File: config.mk
export PLATFORM = sky130hd
export DESIGN_NAME = vcm_top
export DESIGN_NICKNAME = d
export VERILOG_FILES = /design/src/rtl/vcm_pkg.sv /design/src/rtl/vcm_cell2.sv /design/src/rtl/vcm_prefix_add.sv /design/src/rtl/vcm_mul.sv /design/src/rtl/vcm_top.sv
export SDC_FILE = /design/constraint.sdc
export NUM_CORES = 1
export LEC_CHECK = 0
export BUFFER_PORTS_ARGS = -buffer_cell sky130_fd_sc_hd__buf_2
export CELL_PAD_IN_SITES_DETAIL_PLACEMENT = 0
export CELL_PAD_IN_SITES_GLOBAL_PLACEMENT = 1
export CORE_MARGIN = 1
export CORE_UTILIZATION = 31
export DETAILED_ROUTE_END_ITERATION = 8
export PLACE_DENSITY = 0.59
export SYNTH_ARGS = -nofsm -noshare
export SYNTH_HDL_FRONTEND = slang
export SYNTH_SLANG_ARGS = --single-unit
File: constraint.sdc
create_clock -name clk -period 2.59 [get_ports clk]
set_input_delay 0.3885 -clock clk [delete_from_list [all_inputs] [get_ports clk]]
set_output_delay 0.3885 -clock clk [all_outputs]
set_load 0.02 [all_outputs]
File: src/rtl/vcm_pkg.sv
package vcm_pkg;
    // register stages inside a recursive multiplier of width w (w a power of two)
    function automatic int mul_stages(input int w);
        return 2 * $clog2(w) - 1;
    endfunction

    // total latency from the input register to the product, in clock edges
    function automatic int top_latency(input int w);
        return mul_stages(w) + 1;
    endfunction
endpackage

File: src/rtl/vcm_cell2.sv
module vcm_cell2 (
    input  logic       clk,
    input  logic [1:0] a,
    input  logic [1:0] b,
    output logic [3:0] p
);
    logic pp_ll, pp_hl, pp_lh, pp_hh;
    logic x_sum, x_cry, h_sum, h_cry;

    always_comb begin
        pp_ll = a[0] & b[0];
        pp_hl = a[1] & b[0];
        pp_lh = a[0] & b[1];
        pp_hh = a[1] & b[1];
        x_sum = pp_hl ^ pp_lh;
        x_cry = pp_hl & pp_lh;
        h_sum = pp_hh ^ x_cry;
        h_cry = pp_hh & x_cry;
    end

    always_comb begin
        p_cell_exact_r7: assert ({h_cry, h_sum, x_sum, pp_ll} == ({2'b00, a} * {2'b00, b}));
    end

    always_ff @(posedge clk) begin
        p <= {h_cry, h_sum, x_sum, pp_ll};
    end
endmodule

File: src/rtl/vcm_prefix_add.sv
module vcm_prefix_add #(
    parameter int W = 8
) (
    input  logic [W-1:0] x,
    input  logic [W-1:0] y,
    output logic [W:0]   s
);
    localparam int LV = (W > 1) ? $clog2(W) : 1;

    logic [W-1:0] gg [0:LV];
    logic [W-1:0] pp [0:LV-1];

    assign gg[0] = x & y;
    assign pp[0] = x ^ y;

    for (genvar l = 0; l < LV; l++) begin : g_lvl
        for (genvar i = 0; i < W; i++) begin : g_bit
            if (((i >> l) & 1) == 1) begin : g_merge
                localparam int J = ((i >> l) << l) - 1;
                assign gg[l+1][i] = gg[l][i] | (pp[l][i] & gg[l][J]);
                if (l + 1 < LV) begin : g_pm
                    assign pp[l+1][i] = pp[l][i] & pp[l][J];
                end
            end else begin : g_pass
                assign gg[l+1][i] = gg[l][i];
                if (l + 1 < LV) begin : g_pp
                    assign pp[l+1][i] = pp[l][i];
                end
            end
        end
    end

    assign s[0] = pp[0][0];
    for (genvar i = 1; i < W; i++) begin : g_sum
        assign s[i] = pp[0][i] ^ gg[LV][i-1];
    end
    assign s[W] = gg[LV][W-1];

    always_comb begin
        p_adder_sum_r1: assert (s == ({1'b0, x} + {1'b0, y}));
    end
endmodule

File: src/rtl/vcm_mul.sv
module vcm_mul #(
    parameter int W = 8
) (
    input  logic           clk,
    input  logic [W-1:0]   a,
    input  logic [W-1:0]   b,
    output logic [2*W-1:0] p
);
    if (W == 2) begin : g_leaf
        vcm_cell2 u_cell (.clk(clk), .a(a), .b(b), .p(p));
    end else begin : g_node
        localparam int H  = W / 2;
        localparam int UW = 3 * H;
        localparam int PAD = UW - W - 1;

        logic [W-1:0] prod_ll, prod_lh, prod_hl, prod_hh;
        logic [W:0]   cross_sum;
        logic [W:0]   cross_q;
        logic [W-1:0] ll_q, hh_q;
        logic [UW:0]  merge_sum;
        logic [2*W-1:0] p_q;

        vcm_mul #(.W(H)) u_ll (.clk(clk), .a(a[H-1:0]), .b(b[H-1:0]), .p(prod_ll));
        vcm_mul #(.W(H)) u_lh (.clk(clk), .a(a[H-1:0]), .b(b[W-1:H]), .p(prod_lh));
        vcm_mul #(.W(H)) u_hl (.clk(clk), .a(a[W-1:H]), .b(b[H-1:0]), .p(prod_hl));
        vcm_mul #(.W(H)) u_hh (.clk(clk), .a(a[W-1:H]), .b(b[W-1:H]), .p(prod_hh));

        vcm_prefix_add #(.W(W)) u_cross (.x(prod_lh), .y(prod_hl), .s(cross_sum));

        always_ff @(posedge clk) begin
            cross_q <= cross_sum;
            ll_q    <= prod_ll;
            hh_q    <= prod_hh;
        end

        vcm_prefix_add #(.W(UW)) u_merge (
            .x({hh_q, ll_q[W-1:H]}),
            .y({{PAD{1'b0}}, cross_q}),
            .s(merge_sum)
        );

        always_comb begin
            p_merge_fits_r1: assert (merge_sum[UW] == 1'b0);
        end

        always_ff @(posedge clk) begin
            p_q <= {merge_sum[UW-1:0], ll_q[H-1:0]};
        end

        assign p = p_q;
    end
endmodule

File: src/rtl/vcm_top.sv
module vcm_top #(
    parameter int N = 8
) (
    input  logic           clk,
    input  logic           rst,
    input  logic           in_valid,
    input  logic [N-1:0]   a,
    input  logic [N-1:0]   b,
    output logic           out_valid,
    output logic [2*N-1:0] prod
);
    import vcm_pkg::*;

    localparam int LAT = top_latency(N);

    logic [N-1:0]   a_q, b_q;
    logic [LAT-1:0] vpipe;

    always_ff @(posedge clk) begin
        a_q <= a;
        b_q <= b;
    end

    always_ff @(posedge clk) begin
        if (rst) vpipe <= '0;
        else     vpipe <= {vpipe[LAT-2:0], in_valid};
    end

    vcm_mul #(.W(N)) u_mul (.clk(clk), .a(a_q), .b(b_q), .p(prod));

    assign out_valid = vpipe[LAT-1];

    // in-flight tally kept apart from the valid shift register
    logic [7:0] inflight;
    always_ff @(posedge clk) begin
        if (rst) inflight <= '0;
        else     inflight <= inflight + 8'(in_valid) - 8'(out_valid);
    end

    p_inflight_match_r2: assert property (@(posedge clk) disable iff (rst)
        32'(inflight) == $countones(vpipe));

    p_no_phantom_r5: assert property (@(posedge clk) disable iff (rst)
        out_valid |-> (inflight != 8'd0));

    p_reset_quiet_r4: assert property (@(posedge clk) disable iff (rst)
        $past(rst) |-> !out_valid);
endmodule

== Yosys cells after proc, flatten, opt, wreduce, memory -nomap -nowiden ==
Cells that the tools add are included.

* Bitwise gates (word level): 348

{| class="wikitable"
|+ Operator list
! cell !! count
|-
| 1-bit AND || 181
|-
| 1-bit XOR || 82
|-
| 1-bit bitwise OR || 65
|-
| 6-bit by 5-bit XOR with 6-bit output || 4
|-
| 5-bit AND || 4
|-
| 4-bit AND || 4
|-
| 4-bit XOR || 4
|-
| 12-bit by 9-bit XOR with 12-bit output || 1
|-
| 11-bit by 9-bit AND with 11-bit output || 1
|-
| 8-bit AND || 1
|-
| 8-bit XOR || 1
|}

* Flip-flop bits (word level): 211
* Word-level logic and storage cells: 387

== Longest topological paths before layout ==
Gate-level depths: netlist of the first run.

* Depth after elaboration: 10
* Depth in mapped cells: 9
* Gate-level depth less buffers: 9

== By module ==
From an unflattened synthesis of the first run, not the netlist that was laid out.

* Cell total of the unflattened synthesis: 555
* Area, all modules: 7146.9 sq um

{| class="wikitable"
|+ Modules (own cells, without submodules)
! module !! instances !! cells each !! area an instance (sq um)
|-
| vcm_cell2 || 16 || 10 || 130.1
|-
| vcm_mul (u_mul.g_node.u_hh ...) || 4 || 22 || 424.2
|-
| vcm_mul (u_mul) || 1 || 42 || 824.5
|-
| vcm_prefix_add (u_mul.g_node.u_hh.g_node.u_merge ...) || 4 || 22 || 196.4
|-
| vcm_top || 1 || 28 || 478.0
|-
| vcm_prefix_add (u_mul.g_node.u_merge) || 1 || 52 || 465.4
|-
| vcm_prefix_add (u_mul.g_node.u_hl.g_node.u_cross ...) || 3 || 16 || 128.9
|-
| vcm_prefix_add (u_mul.g_node.u_cross) || 1 || 33 || 301.5
|-
| vcm_prefix_add (u_mul.g_node.u_hh.g_node.u_cross) || 1 || 16 || 126.4
|}

== Least setup slack after synthesis of the first run ==
No wires, ideal clock.

* Kind: flip-flop to flip-flop
* From: register u_mul.g_node.ll_q[4]
* To: register u_mul.g_node.p_q[13] (netlist: u_mul.p[13])
* Setup time: 0.120 ns
* Data arrival time: 2.034 ns
* Required time: 2.470 ns
* Slack: 0.436 ns
* Stages on the path, launching flop included: 10
* Clock period less this slack: 2.154 ns
* Cells stage by stage: dfxtp_1 > ha_1 > inv_1 > fa_1 > nand2b_1 > a21o_1 > nand2_1 > o21ai_0 > fa_1 > xnor2_1

* Word-level cells in the longest chain between the ends: 10

{| class="wikitable"
|+ RTL lines
! element !! line !! RTL
|-
| start, declared || vcm_mul.sv:19 || <nowiki>logic [W-1:0] ll_q, hh_q;</nowiki>
|-
| start signal, assigned || vcm_mul.sv:32 || <nowiki>ll_q <= prod_ll;</nowiki>
|-
| 11-bit by 9-bit AND with 11-bit output || vcm_prefix_add.sv:13 || <nowiki>assign gg[0] = x & y;</nowiki>
|-
| 1-bit AND || vcm_prefix_add.sv:20 || <nowiki>assign gg[l+1][i] = gg[l][i] | (pp[l][i] & gg[l][J]);</nowiki>
|-
| 1-bit bitwise OR || vcm_prefix_add.sv:20 ||
|-
| 1-bit AND || vcm_prefix_add.sv:20 ||
|-
| 1-bit bitwise OR || vcm_prefix_add.sv:20 ||
|-
| 1-bit AND || vcm_prefix_add.sv:20 ||
|-
| 1-bit bitwise OR || vcm_prefix_add.sv:20 ||
|-
| 1-bit AND || vcm_prefix_add.sv:20 ||
|-
| 1-bit bitwise OR || vcm_prefix_add.sv:20 ||
|-
| 1-bit XOR || vcm_prefix_add.sv:35 || <nowiki>assign s[i] = pp[0][i] ^ gg[LV][i-1];</nowiki>
|-
| via u_mul.g_node.merge_sum[9] || vcm_mul.sv:20 || <nowiki>logic [UW:0] merge_sum;</nowiki>
|-
| end signal, assigned || vcm_mul.sv:47 || <nowiki>p_q <= {merge_sum[UW-1:0], ll_q[H-1:0]};</nowiki>
|-
| end, declared || vcm_mul.sv:21 || <nowiki>logic [2*W-1:0] p_q;</nowiki>
|}

The timed path passes the listed nets, and every way through them passes these cells.
A chain may end at the register's enable or synchronous reset.

== Worst setup path after layout of the first run ==
Same ends and word-level chain as after synthesis.

==> results.cfg, run 1 <==
[critical_path]
critPathBufInv = 1
path_class = reg -> reg
crit_fanout = 5
r2r_start = u_mul.g_node.ll_q[4]$_DFF_P_
slowest_stage = fa_1
critPathLaunchType = flip-flop
crit_family = adder cells
slowest_delay_ns = 0.46
cp.required_ns = 2.98
reg2regPathDepth = 9
r2r-end = u_mul.p[13]$_DFF_P_
crit_path_frequent_cell = fa_1
path_cells = ha_1 > inv_1 > fa_1 > nand2b_1 > a21o_1 > nand2_1 > o21ai_0 > fa_1 > xnor2_1
critPathCaptureType = flip-flop
cp.arrival_ns = 2.69
regToRegSetupSlack_ns = 0.30

[layout]
num_antenna_cells = 0
multi_input_area_um2 = 2430
regArea_um2 = 4220
fin_nets = 684
synthToLayoutAreaGrowth_pct = 21.4
final_layout_size_suffix_gt1_share_pct = 12.2
nFillCells = 2018

[run_status]
status = complete, no violations

[sta]
hold_ws_ns = 0.0924
fmax_ghz = 0.436
clock_skew_ns = 0.0243
worst_pin_slew_ns = 0.395
setup_viol = 0
maxSlewHeadroom_pct = 73.6
finalCriticalPeriod_ns = 2.29
setup_tns_ns = 0
rsz0062_at_grt = no
drv_slew = 0
finalHoldViolCount = 0
final.period_utilization_pct = 88.6

[yosys]
yosys-top-cells-area = dfxtp_1 62%, ha_1 13%, fa_1 8.0%
async_reset_ff_share_pct = 0
synthesis.area_um2 = 6780
synth_most_common_cell = dfxtp_1
synth_largest_area_cell = dfxtp_1
ys_warn_count = 0
synthFlopType = dfxtp_1
synth_edf_count = 0
syn_inst = 492
netlist_top_cells_count = 211 x dfxtp_1, 71 x ha_1, 64 x and2_1, 32 x inv_1, 27 x fa_1
synth-seq-cells = 211
synth_fp_nets = 609
ys_seq_area_share_pct = 62.3
synth_top_area_share_pct = 62.3
syn_area_per_cell_um2 = 13.8
synth_cell_types = 31

[clock_tree]
clock-root-buffer = clkbuf_16
hold_buffers = 16
h-tree-depth = 1
clk_pin_slew_ns = 0.06
postCtsSetupBuffers = 0
cts.sink_count = 211
cts-resized-gates = 0
clock_path_buffers = 3
cts_tree = built
clkLatencyLatePin_ns = 0.50
cts_inserted_buffers = 22

[hold_path]
worstHoldPathType = in -> reg
hold_depth = 2
hold_end = vpipe[0]$_SDFF_PP0_
worstHoldStart = in_valid

[drt]
wl_met3_um = 466
wire_per_inst_um = 11.9
routed-wl-met2_um = 4680
wl_met1_um = 4760
top_layer_used = met4
drt_first_pass_iters = 4
vias = 3410
postRouteAntennaNets = 0
first_iter_violations = 84
routed_wl_um = 10200
drc = 0
post_drt_via_cell_ratio = 3.99

[floorplanning]
num_rows = 53
die-area_um2 = 22500
die_h_um = 150
core_um2 = 21200
pin_count = 36
start_util_pct = 31.9
die_w_um = 150

[grt]
grt_usage_pct = 9.72
grt_pass1_vias = 3611
grt_max_degree = 15
grt_remaining_overflow = 0
grt_pass1_wl_um = 17000
antenna_found_initial = 0

[pwr]
peakVddDrop_mv = 0.428
cellPowerDensity_nw_per_um2 = 1020
leakagePower_nw = 3.88

[placed_design]
gp_congestion = 0.742
portBuffers = 35
dp_hpwl_um = 7060

[job]
max-cap-violations = 0
-- registers in the layout, indices dropped and copies added (netlist names), 5 cells and up --
name,cells
u_mul.g_node.u_hl.g_node.cross_q,5
b_q,8
u_mul.g_node.u_ll.g_node.cross_q,5
u_mul.p,16
u_mul.g_node.u_hl.p,8
u_mul.g_node.ll_q,8
u_mul.g_node.u_lh.g_node.cross_q,5
u_mul.g_node.cross_q,9
a_q,8
vpipe,6
u_mul.g_node.hh_q,8
u_mul.g_node.u_ll.p,8
u_mul.g_node.u_hh.g_node.cross_q,5
u_mul.g_node.u_lh.p,8
u_mul.g_node.u_hh.p,8
-- per-layer routing --
layer  track usage, %  vias to the layer above
li1                 -                     1753
met1             11.9                     1580
met4             4.90                        0
met3             2.16                       23
met5                0                        -
met2             16.0                       54
-- cell usage in the layout (no fill, tap or decap), types with 2 or more instances in the layout --
cell type / instances
xor2_1: 10
dfxtp_1: 211
nor2_1: 5
buf_2: 35
o21a_1: 2
a211o_1: 2
nand2b_1: 3
clkbuf_1: 3
nand2_1: 3
o21ai_0: 3
nor2b_1: 8
bufinv_16: 4
and2_1: 64
dlygate4sd3_1: 16
and3_1: 2
inv_1: 32
ha_1: 71
a21oi_1: 8
xnor2_1: 9
clkinv_2: 4
a21o_1: 16
clkbuf_8: 3
nor3_1: 2
clkbuf_16: 23
o211ai_1: 2
fa_1: 27
-- stage by stage --
stage          util (%)  power (W)  setup slack [ns]  instances  instance area (um2)
2_1_floorplan         -    0.00481             0.436        492                 6780
3_3_place_gp       34.4    0.00517             0.329        802                 7300
3_5_place_dp       34.4    0.00519             0.253        802                 7300
4_1_cts            38.8    0.00857             0.257        855                 8230
5_1_grt            38.8    0.00890             0.152        855                 8230
6_report           38.8    0.00840             0.296        855                 8230
-- where the power goes --
group | switching, W | internal, W | total (W)
combinational | 0.000641 | 0.000531 | 0.00117
clock | 0.00120 | 0.00209 | 0.00329
sequential | 0.000205 | 0.00373 | 0.00394
total | 0.00204 | 0.00635 | 0.00840
-- cell type report --
cell class,instances,share of cell area (%)
timing repair buffer,51,4.08
inverter,32,1.46
multi-input combinational,249,29.6
clock buffer,29,7.63
clock inverter,8,1.70
tap,275,4.18
sequential,211,51.3
-- worst max-delay path by stage --
stage | cells after the start | to | from
after floorplan | 9 | u_mul.p[13]$_DFF_P_ | u_mul.g_node.ll_q[4]$_DFF_P_
after global placement | 9 | u_mul.p[13]$_DFF_P_ | u_mul.g_node.ll_q[4]$_DFF_P_
after detailed placement | 9 | u_mul.p[13]$_DFF_P_ | u_mul.g_node.ll_q[4]$_DFF_P_
after CTS | 9 | u_mul.p[13]$_DFF_P_ | u_mul.g_node.ll_q[4]$_DFF_P_
after global routing | 9 | u_mul.p[13]$_DFF_P_ | u_mul.g_node.ll_q[4]$_DFF_P_
final | 9 | u_mul.p[13]$_DFF_P_ | u_mul.g_node.ll_q[4]$_DFF_P_
-- kinds of logic (layout without fill, tap and decap cells) --
| logic type | count (synthesis) | count (layout) | synth area share (%) |
|---|---|---|---|
| flops | 211 | 211 | 62.3 |
| fa+ha+maj | 98 | 98 | 21.1 |
| simple gates | 90 | 90 | 8.05 |
| compound gates | 42 | 42 | 4.34 |
| buf+inv | 32 | 120 | 1.77 |
| xor+xnor | 19 | 19 | 2.45 |
-- worst reg2reg max path, stage by stage, from the launching register on --
cell,delay [ns]
dfxtp_1,0.31
ha_1,0.13
inv_1,0.05
fa_1,0.46
nand2b_1,0.20
a21o_1,0.22
nand2_1,0.10
o21ai_0,0.15
fa_1,0.46
xnor2_1,0.13
No activity file was read; power rests on OpenSTA's default activity.
==> inputs of run 2 (changes only) <==
--- a/config.mk
+++ b/config.mk
@@ -5,13 +5,13 @@
 export SDC_FILE = /design/constraint.sdc
 export NUM_CORES = 1
 export LEC_CHECK = 0
-export BUFFER_PORTS_ARGS = -buffer_cell sky130_fd_sc_hd__buf_2
 export CELL_PAD_IN_SITES_DETAIL_PLACEMENT = 0
 export CELL_PAD_IN_SITES_GLOBAL_PLACEMENT = 1
 export CORE_MARGIN = 1
 export CORE_UTILIZATION = 31
 export DETAILED_ROUTE_END_ITERATION = 8
-export PLACE_DENSITY = 0.59
+export DONT_BUFFER_PORTS = 1
+export PLACE_DENSITY = 0.57
 export SYNTH_ARGS = -nofsm -noshare
 export SYNTH_HDL_FRONTEND = slang
 export SYNTH_SLANG_ARGS = --single-unit
==> run 2 against run 1 <==
Cell area shrank 1.7%. Critical path depth stayed put. Sequential share of layout area increased by 0.90 points. Critical path type unchanged. Highest routed layer unchanged.
==> results.cfg, run 2 (synthesized netlist as in run 1, its figures left out) <==
[run_status]
status = complete, no violations

[floorplanning]
die_h_um = 150
core_um2 = 21200
num_rows = 53
start_util_pct = 31.9
pin_count = 36
die-area_um2 = 22500
die_w_um = 150

[grt]
antenna_found_initial = 0
grt_pass1_vias = 3529
grt_max_degree = 14
grt_remaining_overflow = 0
grt_usage_pct = 9.72
grt_pass1_wl_um = 17000

[critical_path]
r2r-end = u_mul.p[13]$_DFF_P_
critPathBufInv = 1
cp.required_ns = 2.96
crit_path_frequent_cell = fa_1
path_cells = ha_1 > inv_1 > fa_1 > nand2b_1 > a21o_1 > nand2_1 > o21ai_0 > fa_1 > xnor2_1
r2r_start = u_mul.g_node.ll_q[4]$_DFF_P_
reg2regPathDepth = 9
critPathLaunchType = flip-flop
crit_start = u_mul.g_node.ll_q[4]$_DFF_P_
critPathCaptureType = flip-flop
regToRegSetupSlack_ns = 0.31
crit_family = adder cells
slowest_stage = fa_1
crit_fanout = 5
slowest_delay_ns = 0.46
path_class = reg -> reg
cp.arrival_ns = 2.65

[placed_design]
gp_congestion = 0.728
place_area_um2 = 7120
dp.cells = 767
pre_cts_ws_ns = 0.291
dp_hpwl_um = 7040
portBuffers = 0

[clock_tree]
h-tree-depth = 1
clock_path_buffers = 3
clkLatencyLatePin_ns = 0.49
postCtsSetupBuffers = 0
clk_pin_slew_ns = 0.06
clock-root-buffer = clkbuf_16
cts.sink_count = 211
cts_tree = built
hold_buffers = 17
cts_inserted_buffers = 23
cts-resized-gates = 0

[layout]
fin_nets = 651
largest_reg_flops = 16
final_layout_size_suffix_gt1_share_pct = 7.29
layoutNonFillerInstCount = 824
largest-register = u_mul.p
final_cell_mix = 211 x dfxtp_1, 71 x ha_1, 64 x and2_1, 32 x inv_1, 27 x fa_1
nFillCells = 2052
num_antenna_cells = 0
multi_input_area_um2 = 2430
top_regs = u_mul.p: 16 flops, u_mul.g_node.cross_q: 9 flops
regArea_um2 = 4220
final_common_cell = dfxtp_1
design_area_um2 = 8090
synthToLayoutAreaGrowth_pct = 19.3

[sta]
drv_slew = 0
setup_tns_ns = 0
hold_ws_ns = 0.0346
timing.final.ws_setup_ns = 0.310
final.period_utilization_pct = 88.0
fmax_ghz = 0.439
clock_skew_ns = 0.0126
rsz0062_at_grt = no
maxSlewHeadroom_pct = 74.5
finalHoldViolCount = 0
worst_pin_slew_ns = 0.382
setup_viol = 0
finalCriticalPeriod_ns = 2.28

[hold_path]
hold_depth = 1
hold_end = vpipe[0]$_SDFF_PP0_
worstHoldStart = in_valid
worstHoldPathType = in -> reg

[drt]
first_iter_violations = 94
wire_per_inst_um = 12.3
vias = 3241
postRouteAntennaNets = 0
drt_first_pass_iters = 4
routed_wl_um = 10200
post_drt_via_cell_ratio = 3.93
drc = 0

[job]
max-cap-violations = 0

[pwr]
peakVddDrop_mv = 0.441
cellPowerDensity_nw_per_um2 = 1030
leakagePower_nw = 3.75
[run 2: cell types whose count changed in the layout (fill, tap and decap cells not counted)]
cell / before / now
buf_2: 35 / 0
clkbuf_1: 3 / 2
dlygate4sd3_1: 16 / 17
bufinv_16: 4 / 3
clkinv_4: 0 / 1
clkinvlp_4: 0 / 1
clkbuf_8: 3 / 6
[run 2: worst max-delay path by stage]
stage                          end  cells past startpoint
2_1_floorplan  u_mul.p[13]$_DFF_P_                      9
3_3_place_gp   u_mul.p[13]$_DFF_P_                      9
3_5_place_dp   u_mul.p[13]$_DFF_P_                      9
4_1_cts        u_mul.p[13]$_DFF_P_                      9
5_1_grt        u_mul.p[12]$_DFF_P_                      9
6_report       u_mul.p[13]$_DFF_P_                      9
[run 2: final cells by class]
cell class | count | area share, %
multi-input cells | 249 | 30.1
inverters | 32 | 1.49
clock inverters | 9 | 1.56
repair buffers | 17 | 2.10
flip-flops and latches | 211 | 52.2
well taps | 275 | 4.26
clock buffers | 31 | 8.23
[run 2: power by group]
part           internal (W)  leakage, nW  switching (W)
clock network       0.00209        0.391        0.00122
logic              0.000451         1.60       0.000475
registers           0.00373         1.76       0.000359
[run 2: metal layers]
layer  GRT usage, %  vias up  share of wire (%)
met5              0        -                  0
li1               -     1684                  -
met1           12.8     1490                 50
met2           15.5       49                 44
met4           3.89        0                2.4
met3           2.10       18                3.9
[run 2: metrics by stage]
step | power, W | util [%]
2_1_floorplan | 0.00481 | -
6_report | 0.00833 | 38.1
4_1_cts | 0.00850 | 38.1
5_1_grt | 0.00885 | 38.1
3_5_place_dp | 0.00510 | 33.6
3_3_place_gp | 0.00508 | 33.6
[run 2: worst register-to-register path, cell delays in order (launching register included)]
cell and delay [ns]:
dfxtp_1 0.31, ha_1 0.14, inv_1 0.06, fa_1 0.46, nand2b_1 0.20, a21o_1 0.21
nand2_1 0.08, o21ai_0 0.12, fa_1 0.46, xnor2_1 0.14
==> inputs of run 3 (changes only) <==
--- a/config.mk
+++ b/config.mk
@@ -8,10 +8,10 @@
 export CELL_PAD_IN_SITES_DETAIL_PLACEMENT = 0
 export CELL_PAD_IN_SITES_GLOBAL_PLACEMENT = 1
 export CORE_MARGIN = 1
-export CORE_UTILIZATION = 31
+export CORE_UTILIZATION = 51
 export DETAILED_ROUTE_END_ITERATION = 8
 export DONT_BUFFER_PORTS = 1
-export PLACE_DENSITY = 0.57
+export PLACE_DENSITY = 0.83
 export SYNTH_ARGS = -nofsm -noshare
 export SYNTH_HDL_FRONTEND = slang
 export SYNTH_SLANG_ARGS = --single-unit
==> run 3 against run 2 <==
Critical path depth is the same. Via count up 2.7%. Global-route usage up 5.5 points. Core utilization up 23 points. Flip-flop and latch count unchanged.
==> results.cfg, run 3 (synthesized netlist as in run 1, its figures left out) <==
[clock_tree]
postCtsSetupBuffers = 0
h-tree-depth = 1
cts-resized-gates = 0
cts_inserted_buffers = 21
clkLatencyLatePin_ns = 0.49
clk_pin_slew_ns = 0.06
clock-root-buffer = clkbuf_16
hold_buffers = 17
cts_tree = built
cts.sink_count = 211
clock_path_buffers = 3

[layout]
final_common_cell = dfxtp_1
largest_reg_flops = 16
fin_util_pct = 61.4
final_layout_size_suffix_gt1_share_pct = 6.04
num_antenna_cells = 0
synthToLayoutAreaGrowth_pct = 15.7
final_cell_mix = 211 x dfxtp_1, 71 x ha_1, 64 x and2_1, 32 x inv_1, 27 x fa_1
design_area_um2 = 7840
fin_nets = 649
top_regs = u_mul.p: 16 flops, u_mul.g_node.cross_q: 9 flops
largest-register = u_mul.p

[floorplanning]
num_rows = 41
core_um2 = 12800
die_w_um = 117
die-area_um2 = 13800
die_h_um = 117
start_util_pct = 53.1
pin_count = 36

[sta]
fmax_ghz = 0.434
worst_pin_slew_ns = 0.371
setup_viol = 0
final.period_utilization_pct = 88.9
hold_ws_ns = 0.0558
setup_tns_ns = 0
drv_slew = 0
finalCriticalPeriod_ns = 2.30
maxSlewHeadroom_pct = 74.7
rsz0062_at_grt = no
clock_skew_ns = 0.0141
finalHoldViolCount = 0

[critical_path]
cp.arrival_ns = 2.66
crit_fanout = 5
path_class = reg -> reg
cp.required_ns = 2.95
path_cells = ha_1 > inv_1 > fa_1 > nand2b_1 > a21o_1 > nand2_1 > o21ai_0 > fa_1 > xnor2_1
slowest_stage = fa_1
critPathCaptureType = flip-flop
crit_path_frequent_cell = fa_1
crit_family = adder cells
critPathBufInv = 1
slowest_delay_ns = 0.47
critPathLaunchType = flip-flop

[drt]
post_drt_via_cell_ratio = 4.64
first_iter_violations = 123
drc = 0
wire_per_inst_um = 13.0
vias = 3328
postRouteAntennaNets = 0
drt_first_pass_iters = 4
routed_wl_um = 9330

[placed_design]
gp_congestion = 0.801
dp_hpwl_um = 6380
portBuffers = 0
place_area_um2 = 6990

[pwr]
leakagePower_nw = 3.69
cellPowerDensity_nw_per_um2 = 1010
peakVddDrop_mv = 0.511
total_power_w = 0.00791

[grt]
antenna_found_initial = 0
grt_pass1_wl_um = 16000
grt_usage_pct = 15.2
grt_remaining_overflow = 0
grt_max_degree = 16
grt_pass1_vias = 3564

[job]
max-cap-violations = 0

[hold_path]
worstHoldPathType = in -> reg

[run_status]
status = complete, no violations
## run 3: layout make-up
class	count	area, um2
fill	1015	4930
clock inverter	8	104
inverter	32	120
tap	172	215
sequential	211	4220
multi-input combinational	249	2430
clock buffer	29	576
timing repair buffer	17	170
## run 3: routing by layer
| metal | global-route usage [%] | routed length (um) | vias to the layer above |
|---|---|---|---|
| met4 | 6.75 | 339 | 0 |
| met5 | 0 | 0 | - |
| met2 | 25.8 | 4410 | 53 |
| met1 | 18.8 | 4300 | 1562 |
| met3 | 3.19 | 279 | 24 |
| li1 | - | - | 1689 |
## run 3: report_power, final
group / switching, W / internal, W
combinational: 0.000464 / 0.000454
clock: 0.00115 / 0.00176
sequential: 0.000346 / 0.00373
## run 3: stage by stage
step	cells	worst slack, ns
after global routing	718	0.148
final	718	0.287
after global placement	664	0.350
after CTS	718	0.267
after floorplan	492	0.436
after detailed placement	664	0.275
## run 3: final timing paths
kind	from	endpoint	slack, ns	cells past startpoint
max reg2reg	u_mul.g_node.ll_q[4]$_DFF_P_	u_mul.p[13]$_DFF_P_	0.29	9
min	in_valid	vpipe[0]$_SDFF_PP0_	0.06	1
max	u_mul.g_node.ll_q[4]$_DFF_P_	u_mul.p[13]$_DFF_P_	0.29	9
min reg2reg	u_mul.g_node.u_lh.g_node.ll_q[0]$_DFF_P_	u_mul.g_node.u_lh.p[0]$_DFF_P_	0.32	0
## run 3: worst reg2reg max path, cell delays in order, from the launching register on
cell and delay [ns]:
dfxtp_1 0.31, ha_1 0.13, inv_1 0.05, fa_1 0.47, nand2b_1 0.20, a21o_1 0.22
nand2_1 0.09, o21ai_0 0.13, fa_1 0.45, xnor2_1 0.13
